==> src/rtl/vsb_pkg.sv <==
// Shared constants for the multiplexed DRAM-to-SRAM bridge.
// Assumes an 8-bit shared bus whose top seven bits carry one address half.
package vsb_pkg;
    localparam int DATA_W = 8;
    localparam int HALF_W = DATA_W - 1;
    localparam int NSTRB  = 3;
    // Strobe slot order inside the synchronized vector.
    localparam int S_RAS  = 0;
    localparam int S_CAS  = 1;
    localparam int S_RW   = 2;
    typedef enum logic {
        WMODE_MUXED = 1'b0,
        WMODE_SPLIT = 1'b1
    } wmode_e;
endpackage

==> src/rtl/vsb_sync.sv <==
// Two-flop synchronizer bank for asynchronous active-low strobes.
// Assumes each bit is an independent level; reset value is the idle level.
module vsb_sync #(
    parameter int W = 3,
    parameter logic RST_VAL = 1'b1
) (
    input  logic         clk,
    input  logic         rst_n,
    input  logic [W-1:0] d_async,
    output logic [W-1:0] q_sync
);
    for (genvar i = 0; i < W; i++) begin : g_bit
        logic st1_q, st2_q;
        // Two stages per bit to settle metastable samples.
        always_ff @(posedge clk) begin
            if (!rst_n) begin
                st1_q <= RST_VAL;
                st2_q <= RST_VAL;
            end else begin
                st1_q <= d_async[i];
                st2_q <= st1_q;
            end
        end
        assign q_sync[i] = st2_q;
    end
endmodule

==> src/rtl/vsb_strobe_timer.sv <==
// Edge detector and delay counter for one synchronized active-low strobe.
// fire pulses DLY clocks after the detected fall unless the strobe returned
// high first; rise pulses on the detected return. Assumes DLY >= 1.
module vsb_strobe_timer #(
    parameter int DLY = 2,
    localparam int CW = $clog2(DLY + 1)
) (
    input  logic clk,
    input  logic rst_n,
    input  logic lvl_n,
    output logic fire,
    output logic rise
);
    logic          prev_q;
    logic [CW-1:0] cnt_q;
    logic          fall;

    assign fall = prev_q & ~lvl_n;
    assign rise = ~prev_q & lvl_n;
    assign fire = (cnt_q == CW'(1)) & ~lvl_n;

    // Track previous level and count down from the fall.
    always_ff @(posedge clk) begin
        if (!rst_n) begin
            prev_q <= 1'b1;
            cnt_q  <= '0;
        end else begin
            prev_q <= lvl_n;
            if (lvl_n)
                cnt_q <= '0;
            else if (fall)
                cnt_q <= CW'(DLY);
            else if (cnt_q != '0)
                cnt_q <= cnt_q - CW'(1);
        end
    end
endmodule

==> src/rtl/vram_sram_bridge.sv <==
// Bridge from a multiplexed-address DRAM controller to a flat byte SRAM.
// Rebuilds a 14-bit address from two strobed 7-bit halves, holds the write
// byte from the shared bus or the read-data bus (per mode_split) and drives
// SRAM strobes. Assumes strobes are asynchronous to clk and that each strobe
// stays low well beyond two sync stages plus CAPT_DLY clocks.
module vram_sram_bridge
    import vsb_pkg::*;
#(
    parameter int CAPT_DLY = 2,
    parameter int ADDR_W   = 15,
    localparam int FILL_W  = ADDR_W - 2 * HALF_W
) (
    input  logic              clk,
    input  logic              rst_n,
    input  logic              mode_split,
    input  logic              ras_n,
    input  logic              cas_n,
    input  logic              rw_n,
    input  logic [DATA_W-1:0] ad,
    input  logic [DATA_W-1:0] rd_i,
    output logic [DATA_W-1:0] rd_o,
    output logic              rd_oe,
    output logic [ADDR_W-1:0] sram_addr,
    output logic [DATA_W-1:0] sram_wdata,
    input  logic [DATA_W-1:0] sram_rdata,
    output logic              sram_we_n,
    output logic              sram_oe_n
);
    logic [NSTRB-1:0] strb_s;
    logic [NSTRB-1:0] fire;
    logic [NSTRB-1:0] rise;
    logic [HALF_W-1:0] row_q, col_q;
    logic [DATA_W-1:0] wd_q;
    logic col_ok_q, wd_ok_q, rd_drive_q;
    logic wr_go, rd_go;
    wmode_e wmode;

    assign wmode = wmode_e'(mode_split);

    vsb_sync #(.W(NSTRB), .RST_VAL(1'b1)) u_sync (
        .clk    (clk),
        .rst_n  (rst_n),
        .d_async({rw_n, cas_n, ras_n}),
        .q_sync (strb_s)
    );

    for (genvar s = 0; s < NSTRB; s++) begin : g_tmr
        vsb_strobe_timer #(.DLY(CAPT_DLY)) u_tmr (
            .clk  (clk),
            .rst_n(rst_n),
            .lvl_n(strb_s[s]),
            .fire (fire[s]),
            .rise (rise[s])
        );
    end

    // Address halves: latch the upper seven bus bits at each delayed capture.
    always_ff @(posedge clk) begin
        if (!rst_n) begin
            row_q <= '0;
            col_q <= '0;
        end else begin
            if (fire[S_RAS]) row_q <= ad[DATA_W-1:1];
            if (fire[S_CAS]) col_q <= ad[DATA_W-1:1];
        end
    end

    // Write byte: source chosen by bus variant, captured after R/W falls.
    always_ff @(posedge clk) begin
        if (!rst_n)
            wd_q <= '0;
        else if (fire[S_RW])
            wd_q <= (wmode == WMODE_SPLIT) ? rd_i : ad;
    end

    // Validity flags: set on capture, cleared when the owning strobe ends.
    always_ff @(posedge clk) begin
        if (!rst_n) begin
            col_ok_q <= 1'b0;
            wd_ok_q  <= 1'b0;
        end else begin
            if (rise[S_CAS])      col_ok_q <= 1'b0;
            else if (fire[S_CAS]) col_ok_q <= 1'b1;
            if (rise[S_CAS] || rise[S_RW]) wd_ok_q <= 1'b0;
            else if (fire[S_RW])           wd_ok_q <= 1'b1;
        end
    end

    assign wr_go = col_ok_q & wd_ok_q & ~strb_s[S_RW] & ~strb_s[S_CAS];
    assign rd_go = col_ok_q & strb_s[S_RW] & ~strb_s[S_CAS];

    // SRAM side: registered strobes, address and write data.
    always_ff @(posedge clk) begin
        if (!rst_n) begin
            sram_we_n  <= 1'b1;
            sram_oe_n  <= 1'b1;
            rd_drive_q <= 1'b0;
            sram_addr  <= '0;
            sram_wdata <= '0;
        end else begin
            sram_we_n  <= ~wr_go;
            sram_oe_n  <= ~rd_go;
            rd_drive_q <= rd_go;
            sram_addr  <= {{FILL_W{1'b0}}, row_q, col_q};
            sram_wdata <= wd_q;
        end
    end

    // Read path keeps bit positions; release the bus at once on R/W low.
    assign rd_o  = sram_rdata;
    assign rd_oe = rd_drive_q & rw_n;
endmodule

==> config.mk <==
export PLATFORM = sky130hd
export DESIGN_NAME = vram_sram_bridge
export DESIGN_NICKNAME = d
export VERILOG_FILES = /design/src/rtl/vsb_pkg.sv /design/src/rtl/vsb_sync.sv /design/src/rtl/vsb_strobe_timer.sv /design/src/rtl/vram_sram_bridge.sv
export SDC_FILE = /design/constraint.sdc
export NUM_CORES = 1
export LEC_CHECK = 0
export CAP_MARGIN = 20
export CORE_MARGIN = 1.5
export CORE_UTILIZATION = 46
export DETAILED_ROUTE_END_ITERATION = 10
export GPL_TIMING_DRIVEN = 0
export PLACE_DENSITY = 0.79
export REMOVE_ABC_BUFFERS = 1
export SYNTH_ARGS = -nofsm -noshare
export SYNTH_HDL_FRONTEND = slang
export SYNTH_SLANG_ARGS = --single-unit
==> constraint.sdc <==
create_clock -name clk -period 1.8 [get_ports clk]
set_clock_uncertainty 0.1 [all_clocks]
set_input_delay 0.18 -clock clk [delete_from_list [all_inputs] [get_ports clk]]
set_output_delay 0.18 -clock clk [all_outputs]
set_load 0.02 [all_outputs]
==> results of run 1 <==
-- placed cells by master, fill, tap and decap left out, drive strengths merged, types with 3 or more instances in the layout --
master,synthesis,layout
nand3,14,14
mux2i,8,8
nand2,15,15
nor4b,3,3
clkbuf,5,13
nand2b,8,8
inv,18,18
dfxtp,64,64
and2,9,9
nor2,5,5
o21ai,24,24
clkdlybuf4s50,0,45
a21oi,4,4
o211ai,8,8
-- flip-flops by register name, indices dropped and copies added (netlist names), 3 cells and up --
| name | cells |
|---|---|
| u_sync.g_bit.st1_q | 3 |
| sram_wdata | 8 |
| u_sync.g_bit.st2_q | 3 |
| g_tmr.u_tmr.cnt_q | 6 |
| row_q | 7 |
| col_q | 7 |
| sram_addr | 14 |
| g_tmr.u_tmr.prev_q | 3 |
| wd_q | 8 |
-- metal layers --
layer	global-route usage, %	vias to the layer above	wire length [um]
met5	0	-	0
met1	19.9	650	1740
li1	-	751	-
met3	6.41	11	236
met2	23.4	48	1650
met4	11.9	0	118
-- final cells by class --
cell class	count	area (um2)
well taps	52	65.1
repair buffers	47	463
multi-input cells	106	649
clock inverters	3	65.1
flip-flops and latches	64	1280
inverters	18	67.6
fillers	373	1670
clock buffers	13	149
-- stage by stage --
step	cells	utilization (%)	total power, mW
2_1_floorplan	188	-	1.49
3_3_place_gp	286	57.1	1.57
3_5_place_dp	287	57.2	1.57
4_1_cts	303	62.1	2.89
5_1_grt	303	62.1	2.96
6_report	303	62.1	2.85
-- critical path: cells and delay by family --
| kind | cells | cell delay [ns] |
|---|---|---|
| and+or+nand+nor | 1 | 0.12 |
| buffers and inverters | 2 | 1.05 |
-- synth_stat cells (all sizes together) (2+ instances only) --
cell / instances
o21ai: 24
nor2: 5
clkbuf: 5
inv: 18
nand2b: 8
nor3b: 2
nand3: 14
nand2: 15
nor4b: 3
mux2i: 8
and2: 9
buf: 16
o211ai: 8
dfxtp: 64
a21oi: 4
-- path summary, 6_finish.rpt --
kind                           startpoint                    end  depth (start not counted)
setup / recovery                     rw_n                  rd_oe                          3
hold / removal              sram_rdata[0]                rd_o[0]                          0
setup reg to reg  g_tmr[1].u_tmr.cnt_q[0]               col_q[5]                          2
hold reg to reg     u_sync.g_bit[0].st1_q  u_sync.g_bit[0].st2_q                          1
-- power by group --
group          total [mW]  internal [mW]  switching, mW  leakage (nW)
clock                1.31          0.817          0.497         0.108
sequential           1.43           1.43        0.00620         0.517
combinational       0.101         0.0543         0.0465         0.539
total                2.85           2.30          0.549          1.16
-- logic make-up (layout without fill, tap and decap cells) --
kind of cell,after synthesis,after routing
flops,64,64
mux,8,8
simple gates,61,61
other cells,1,1
buf+inv,39,81
compound gates,36,36
==> run metrics, run 1 <==
status complete, no violations; WP data required 1.52 ns; cts repair resizes 0; die height 71.0 um; drt first-iter violations 59; Setup violations, final 0; placed cell area 2530 um2; Crit. End Element output pin; Final Hold Viols 0; Tmin final 1.63 ns; Top cell by count, worst path clkdlybuf4s50_1; I/O Pins 64; routed vias/inst 4.82; via count 1,460; grt total ovfl 0; Seq cells post-synth 64; layout cells sized above 1 10.8%; prevailing post-synth register cell dfxtp_1; Initial Util 48.1%; final wirelength 3.74 mm; ys async rst share 0%; PnR worst setup slack 0.169 ns; DRC Markers 0; Core ar. 4410 um2; post-synthesis cell type count 25; kind of critical path input port to output pin; top-area cell type share of the netlist area 60.3%; vias in the first global route 1,306; CP max FO 2; post-synthesis compound-gate area fraction 10.8%; hpwl dp 2.49 mm; Syn-to-layout area delta 29.0%; post-synthesis xor/xnor area fraction 0%; Worst-Skew Late Latency 0.34 ns; Min-Delay Path Class input port to output pin; post-DR wirelength/cell 12.3 um; diodes inserted 0; setup TNS 0 ns; Worst setup SP type input port; Worst-Margin Slew 0.879 ns; Critical Path, Cell by Cell clkdlybuf4s50_1 > and2_1 > clkdlybuf4s50_1; port bufs 46; synth top area cells dfxtp_1 60%, mux2i_1 3.8%, o21ai_0 3.8%; part of the cycle the worst path needs 90.6%; # hold bufs at CTS 0; Pleak 1.16 nW; maximum clock path buffer count 2; Synth Cell Area 2120 um2; Fmax 613 MHz; max-cap check violation count 0; Hold Worst Slack 0.260 ns; R2R setup slack 0.26 ns; PD cells 1040 nW/um2; Max Slew Vio Count 0; cells after synthesis 209; main combinational cell family by area after synthesis simple AND/OR/NAND/NOR gates; Final ANT Viol Nets 0; initial antenna violation count 0; # nets final 276; Num CTS Buffers 9; Final Cell Area 2740 um2; Synth Area in Simple Gates 15.5%; slowest stage delay, CP 0.59 ns; CTS Sinks 64; Adder-Cell Fraction of Synth Area 0%; first-pass GRT wire length 6.13 mm; Die Span X 71.0 um; Std-Cell Rows 24; root buffer cell clkbuf_8; largest net degree at the start of global routing 56; die area 5040 um2; detailed-router iteration count before antenna repair 4; crit path DAT 1.35 ns; mux cell area share after synthesis 3.77%; Seq/Total Area, Yosys 60.3%; headroom to the max-slew limit 41.2%; CP max-delay cell clkdlybuf4s50_1; Worst Setup Slack post-DPL 0.0707 ns; GP Congestion 0.765; GR Util All Layers 16.4%; area leader, netlist dfxtp_1; CTS tree yes; synth warn 0; peak supply drop 0.000716 V; number of enable flip-flop cells after synthesis 0; postcts setup bufs 0; Synth Area per Inst 10.2 um2; RSZ-0062 raised after global routing no; H-tree depth 3
Power figures use the tool's default switching activity.
==> inputs of run 2 (changes only) <==
Settings changed: CORE_UTILIZATION 46 to 49, GPL_TIMING_DRIVEN 0 to unset, PLACE_DENSITY 0.79 to 0.83.
Clock period 1.8 ns to 1.9 ns, I/O delays scaled along.
==> run 2 against run 1 <==
Wire length increased by 2.6%. Non-clock buffer count increased by 4. Global-route usage increased by 1.2 points.
==> run metrics, run 2 (synthesis results as in run 1) <==
Critical Path, Cell by Cell clkdlybuf4s50_1 > and2_1 > clkdlybuf4s50_1 (unchanged); Final ANT Viol Nets 0 (unchanged); Critical path buffers and inverters 2 (unchanged); max FFs per register 14 (unchanged); die height 68.8 um (was 71.0 um); Syn-to-layout area delta 28.1% (was 29.0%); Top cell by count, worst path clkdlybuf4s50_1 (unchanged); DRC Markers 0 (unchanged); maximum clock path buffer count 2 (unchanged); R2R setup slack 0.40 ns (was 0.26 ns); diodes inserted 0 (unchanged); slowest stage delay, CP 0.59 ns (about the same); area of the multi-input gates 644 um2 (was 649 um2); CP max FO 2 (unchanged); Core ar. 4090 um2 (was 4410 um2); CP max-delay cell clkdlybuf4s50_1 (unchanged); Setup violations, final 0 (unchanged); CP top delay family buffers and inverters (unchanged); WHS Path Cells 3 (was 0); via count 1,506 (was 1,460); vias in the first global route 1,313 (was 1,306); port bufs 46 (unchanged); Tmin final 1.65 ns; detailed-router iteration count before antenna repair 4 (unchanged); kind of critical path input port to output pin (unchanged); Hold Worst Slack 0.101 ns (was 0.260 ns); max-cap check violation count 0 (unchanged); Fmax 606 MHz; Num CTS Buffers 9 (unchanged); hold_sp rst_n (was sram_rdata[0]); Final Util 66.6% (was 62.1%); grt total ovfl 0 (unchanged); Worst setup SP type input port (unchanged); commonest non-fill, non-tap cells in the layout 64 x dfxtp_1, 45 x clkdlybuf4s50_1, 18 x inv_1 (unchanged); headroom to the max-slew limit 66.7% (was 41.2%); largest net degree at the start of global routing 26 (was 56); Final Hold Viols 0 (unchanged); Most flops, register sram_addr (unchanged); CTS Sinks 64 (unchanged); Initial Util 52.0% (was 48.1%); initial antenna violation count 0 (unchanged); Pleak 1.17 nW (was 1.16 nW); cts repair resizes 0 (unchanged); GR Util All Layers 17.6% (was 16.4%); final wirelength 3.83 mm (was 3.74 mm); CTS tree yes (unchanged); post-DR wirelength/cell 12.7 um (was 12.3 um); crit path DAT 1.36 ns (was 1.35 ns); Worst-Margin Slew 0.498 ns (was 0.879 ns); root buffer cell clkbuf_8 (unchanged); commonest non-fill, non-tap cell in the layout dfxtp_1 (unchanged); drt first-iter violations 113 (was 59); RSZ-0062 raised after global routing no (unchanged); Min-Delay Path Class input port to register (was input port to output pin); layout cells sized above 1 11.5% (was 10.8%); postcts setup bufs 0 (unchanged); # hold bufs at CTS 0 (unchanged); clk slew on worst S/H paths 0.06 ns; Std-Cell Rows 23 (was 24); # fillers 333 (was 373); I/O Pins 64 (unchanged); r2r startpoint u_sync.g_bit[2].st2_q (was g_tmr[1].u_tmr.cnt_q[0]); peak supply drop 0.000621 V (was 0.000716 V); Die Span X 68.8 um (was 71.0 um); Max Slew Vio Count 0 (unchanged); FF-to-FF End wd_q[1] (was col_q[5]); routed vias/inst 4.97 (was 4.82); GP Congestion 0.800 (was 0.765); PD cells 910 nW/um2 (was 1040 nW/um2); Largest regs sram_addr (14), sram_wdata (8), wd_q (8) (unchanged); Crit. End Element output pin (unchanged); part of the cycle the worst path needs 86.9%; setup TNS 0 ns (unchanged); first-pass GRT wire length 5.90 mm (was 6.13 mm); # nets final 280 (was 276); status complete, no violations (unchanged); hpwl dp 2.63 mm (was 2.49 mm); die area 4740 um2 (was 5040 um2); Worst-Skew Late Latency 0.33 ns (was 0.34 ns); WP data required 1.61 ns (was 1.52 ns); H-tree depth 3 (unchanged); Hold EP sram_addr[2] (was rd_o[0]); storage element area 1280 um2 (unchanged); R2R cell count 3 (was 2)
run 2: cell count changes in the layout (fill, tap and decap cells not counted), sizes merged:
cell,before,now
buf,2,6
bufinv,2,0
clkbuf,13,14
clkinv,1,0
run 2: worst min-delay path: stages:
cell and delay (ns):
buf_2 0.16, nand2_1 0.10, inv_1 0.03
run 2: power by group:
part | switching (mW) | total, mW | internal [mW] | leakage (nW)
clock network | 0.452 | 1.02 | 0.568 | 0.0886
registers | 0.00568 | 1.36 | 1.35 | 0.517
logic | 0.0462 | 0.100 | 0.0541 | 0.559
total | 0.503 | 2.48 | 1.97 | 1.17
run 2: metal layers:
layer	track usage, %	part of all wire, %	vias to the layer above
li1	-	-	756
met1	21.7	45	699
met2	26.3	47	44
met3	6.01	5.6	7
met4	11.0	2.0	0
met5	0	0	-
run 2: area by class of cell:
type | instances | area share [%]
inverters | 18 | 2.48
multi-input cells | 106 | 23.7
well taps | 50 | 2.30
flip-flops and latches | 64 | 47.1
clock buffers | 14 | 6.34
repair buffers | 51 | 18.1
run 2: how the worst max path moves through the flow:
stage | endpoint | depth (start not counted) | slack, ns | from
after floorplan | col_q[0] | 2 | 0.34 | g_tmr[1].u_tmr.cnt_q[0]
after global placement | rd_oe | 3 | 0.26 | rw_n
after detailed placement | rd_oe | 3 | 0.24 | rw_n
after CTS | rd_oe | 3 | 0.24 | rw_n
after global routing | rd_oe | 3 | 0.19 | rw_n
final | rd_oe | 3 | 0.25 | rw_n
run 2: stage by stage:
| stage | cells | total power [mW] | worst slack (ns) | cell area (um2) |
|---|---|---|---|---|
| 2_1_floorplan | 188 | 1.41 | 0.338 | 1990 |
| 3_3_place_gp | 289 | 1.49 | 0.255 | 2550 |
| 3_5_place_dp | 289 | 1.49 | 0.239 | 2550 |
| 4_1_cts | 303 | 2.49 | 0.244 | 2720 |
| 5_1_grt | 303 | 2.56 | 0.192 | 2720 |
| 6_report | 303 | 2.48 | 0.249 | 2720 |
==> inputs of run 3 (changes only) <==
Settings changed: MAX_ROUTING_LAYER set to met4.
==> run 3 against run 2 <==
Global-route usage rose by 0.50 points. Highest routed layer unchanged. Core utilization did not move. Fmax did not move. Worst hold slack improved by 0.0022 ns. Critical path type unchanged. Cell count did not move. Via count did not move. Power barely moved. Flip-flop and latch count did not move. Worst setup slack did not move. Largest cell class unchanged. Critical path depth did not move.
==> run metrics, run 3 (synthesis results as in run 1) <==
Sw Share 20.3% (about the same); GP Congestion 0.812 (was 0.800); NetSw 502 uW (was 503 uW); number of cells in the finished layout apart from fillers 303 (unchanged); Worst setup SP type input port (unchanged); H-tree depth 3 (unchanged); FF-to-FF End wd_q[1] (unchanged); postcts setup bufs 0 (unchanged); Pint 1.97 mW (about the same); status complete, no violations (unchanged); Std-Cell Rows 23 (unchanged); slowest stage delay, CP 0.59 ns (about the same); peak supply drop 0.000620 V (was 0.000621 V); PD cells 910 nW/um2 (about the same); Most flops, register sram_addr (unchanged); hpwl dp 2.63 mm (unchanged); layout cells sized above 1 11.5% (unchanged); crit path DAT 1.36 ns (about the same); Final Cell Area 2720 um2 (unchanged); Crit. End Element output pin (unchanged); Max Slew Vio Count 0 (unchanged); die height 68.8 um (unchanged); post-DR wirelength/cell 12.7 um (about the same); WHS Path Cells 3 (unchanged); CP max FO 2 (unchanged); clock network power share 41.1% (was 41.2%); Tmin final 1.65 ns (unchanged); commonest non-fill, non-tap cell in the layout dfxtp_1 (unchanged); max-cap check violation count 0 (unchanged); Pleak 1.17 nW (unchanged); CTS tree yes (unchanged); I/O Pins 64 (unchanged); initial antenna violation count 0 (unchanged); Worst-Skew Late Latency 0.33 ns (about the same); # hold bufs at CTS 0 (unchanged); Die Span X 68.8 um (unchanged); Fmax 606 MHz (unchanged); commonest non-fill, non-tap cells in the layout 64 x dfxtp_1, 45 x clkdlybuf4s50_1, 18 x inv_1 (unchanged); DRC Markers 0 (unchanged); headroom to the max-slew limit 66.7% (about the same); Largest regs sram_addr (14), sram_wdata (8), wd_q (8) (unchanged); Seq pwr share 54.8% (about the same); placed cell area 2550 um2 (unchanged); first-pass GRT wire length 5.89 mm (was 5.90 mm); GR Util All Layers 18.1% (was 17.6%); WP data required 1.61 ns (about the same); Final ANT Viol Nets 0 (unchanged); Worst Setup Slack post-DPL 0.239 ns (unchanged); die area 4740 um2 (unchanged); grt total ovfl 0 (unchanged); Critical Path, Cell by Cell clkdlybuf4s50_1 > and2_1 > clkdlybuf4s50_1 (unchanged); largest net degree at the start of global routing 26 (unchanged); cts repair resizes 0 (unchanged); Min-Delay Path Class input port to register (unchanged); port bufs 46 (unchanged); Initial Util 52.0% (unchanged); launch point of the worst path rw_n (unchanged); detailed-router iteration count before antenna repair 4 (unchanged); routed vias/inst 4.97 (unchanged); max FFs per register 14 (unchanged); Worst-Margin Slew 0.497 ns (was 0.498 ns); root buffer cell clkbuf_8 (unchanged); maximum clock path buffer count 2 (unchanged); CTS Sinks 64 (unchanged); CP max-delay cell clkdlybuf4s50_1 (unchanged); Top cell by count, worst path clkdlybuf4s50_1 (unchanged); Final Hold Viols 0 (unchanged); r2r startpoint u_sync.g_bit[2].st2_q (unchanged); Syn-to-layout area delta 28.1% (unchanged); Core ar. 4090 um2 (unchanged); drt first-iter violations 123 (was 113); Num CTS Buffers 9 (unchanged); clk slew on worst S/H paths 0.06 ns (about the same); RSZ-0062 raised after global routing no (unchanged); R2R setup slack 0.40 ns (about the same); Hold Worst Slack 0.103 ns (was 0.101 ns); setup TNS 0 ns (unchanged); crit path to rd_oe (unchanged); kind of critical path input port to output pin (unchanged); PnR worst setup slack 0.249 ns (unchanged); Post-Place Cells 289 (unchanged); final wirelength 3.85 mm (was 3.83 mm); part of the cycle the worst path needs 86.9% (unchanged); R2R cell count 3 (unchanged); via count 1,506 (unchanged); # nets final 280 (unchanged); diodes inserted 0 (unchanged); Logic pwr share 4.1% (about the same); Setup violations, final 0 (unchanged); vias in the first global route 1,314 (was 1,313)
-- run 3: cell counts in the layout (fill, tap and decap cells not counted) --
No cell type changed its count.
-- run 3: worst min-delay path by stage --
stage | endpoint | slack [ns] | start
4_1_cts | sram_addr[2] | 0.1 | rst_n
2_1_floorplan | u_sync.g_bit[0].st1_q | 0.16 | rst_n
3_5_place_dp | rd_o[0] | 0.28 | sram_rdata[0]
6_report | sram_addr[2] | 0.10 | rst_n
5_1_grt | sram_addr[2] | 0.12 | rst_n
3_3_place_gp | rd_o[0] | 0.28 | sram_rdata[0]
-- run 3: power by group through the flow --
| stage | logic [mW] | clock network [mW] | registers, mW |
|---|---|---|---|
| 5_1_grt | 0.108 | 1.10 | 1.36 |
| 3_5_place_dp | 0.0999 | 0 | 1.39 |
| 2_1_floorplan | 0.0252 | 0 | 1.38 |
| 3_3_place_gp | 0.0994 | 0 | 1.39 |
| 4_1_cts | 0.101 | 1.04 | 1.36 |
| 6_report | 0.100 | 1.02 | 1.36 |
-- run 3: worst max-delay path: cells and delay by family --
| kind | cells | cell delay [ns] |
|---|---|---|
| buffers and inverters | 2 | 1.05 |
| and+or+nand+nor | 1 | 0.12 |
-- run 3: layout make-up --
class                   instances  area [um2]
fillers                       333        1370
inverters                      18        67.6
clock buffers                  14         173
flip-flops and latches         64        1280
well taps                      50        62.6
multi-input cells             106         644
repair buffers                 51         493
-- run 3: layer usage --
metal | track usage [%] | routed length (um)
met1 | 21.8 | 1750
met2 | 26.3 | 1810
met3 | 5.84 | 210
met4 | 11.0 | 78
met5 | - | 0
-- run 3: through the flow --
stage               util [%]  total power, mW
floorplan                  -             1.41
global placement        62.4             1.49
detailed placement      62.4             1.49
CTS                     66.6             2.49
global route            66.6             2.56
finish                  66.6             2.48
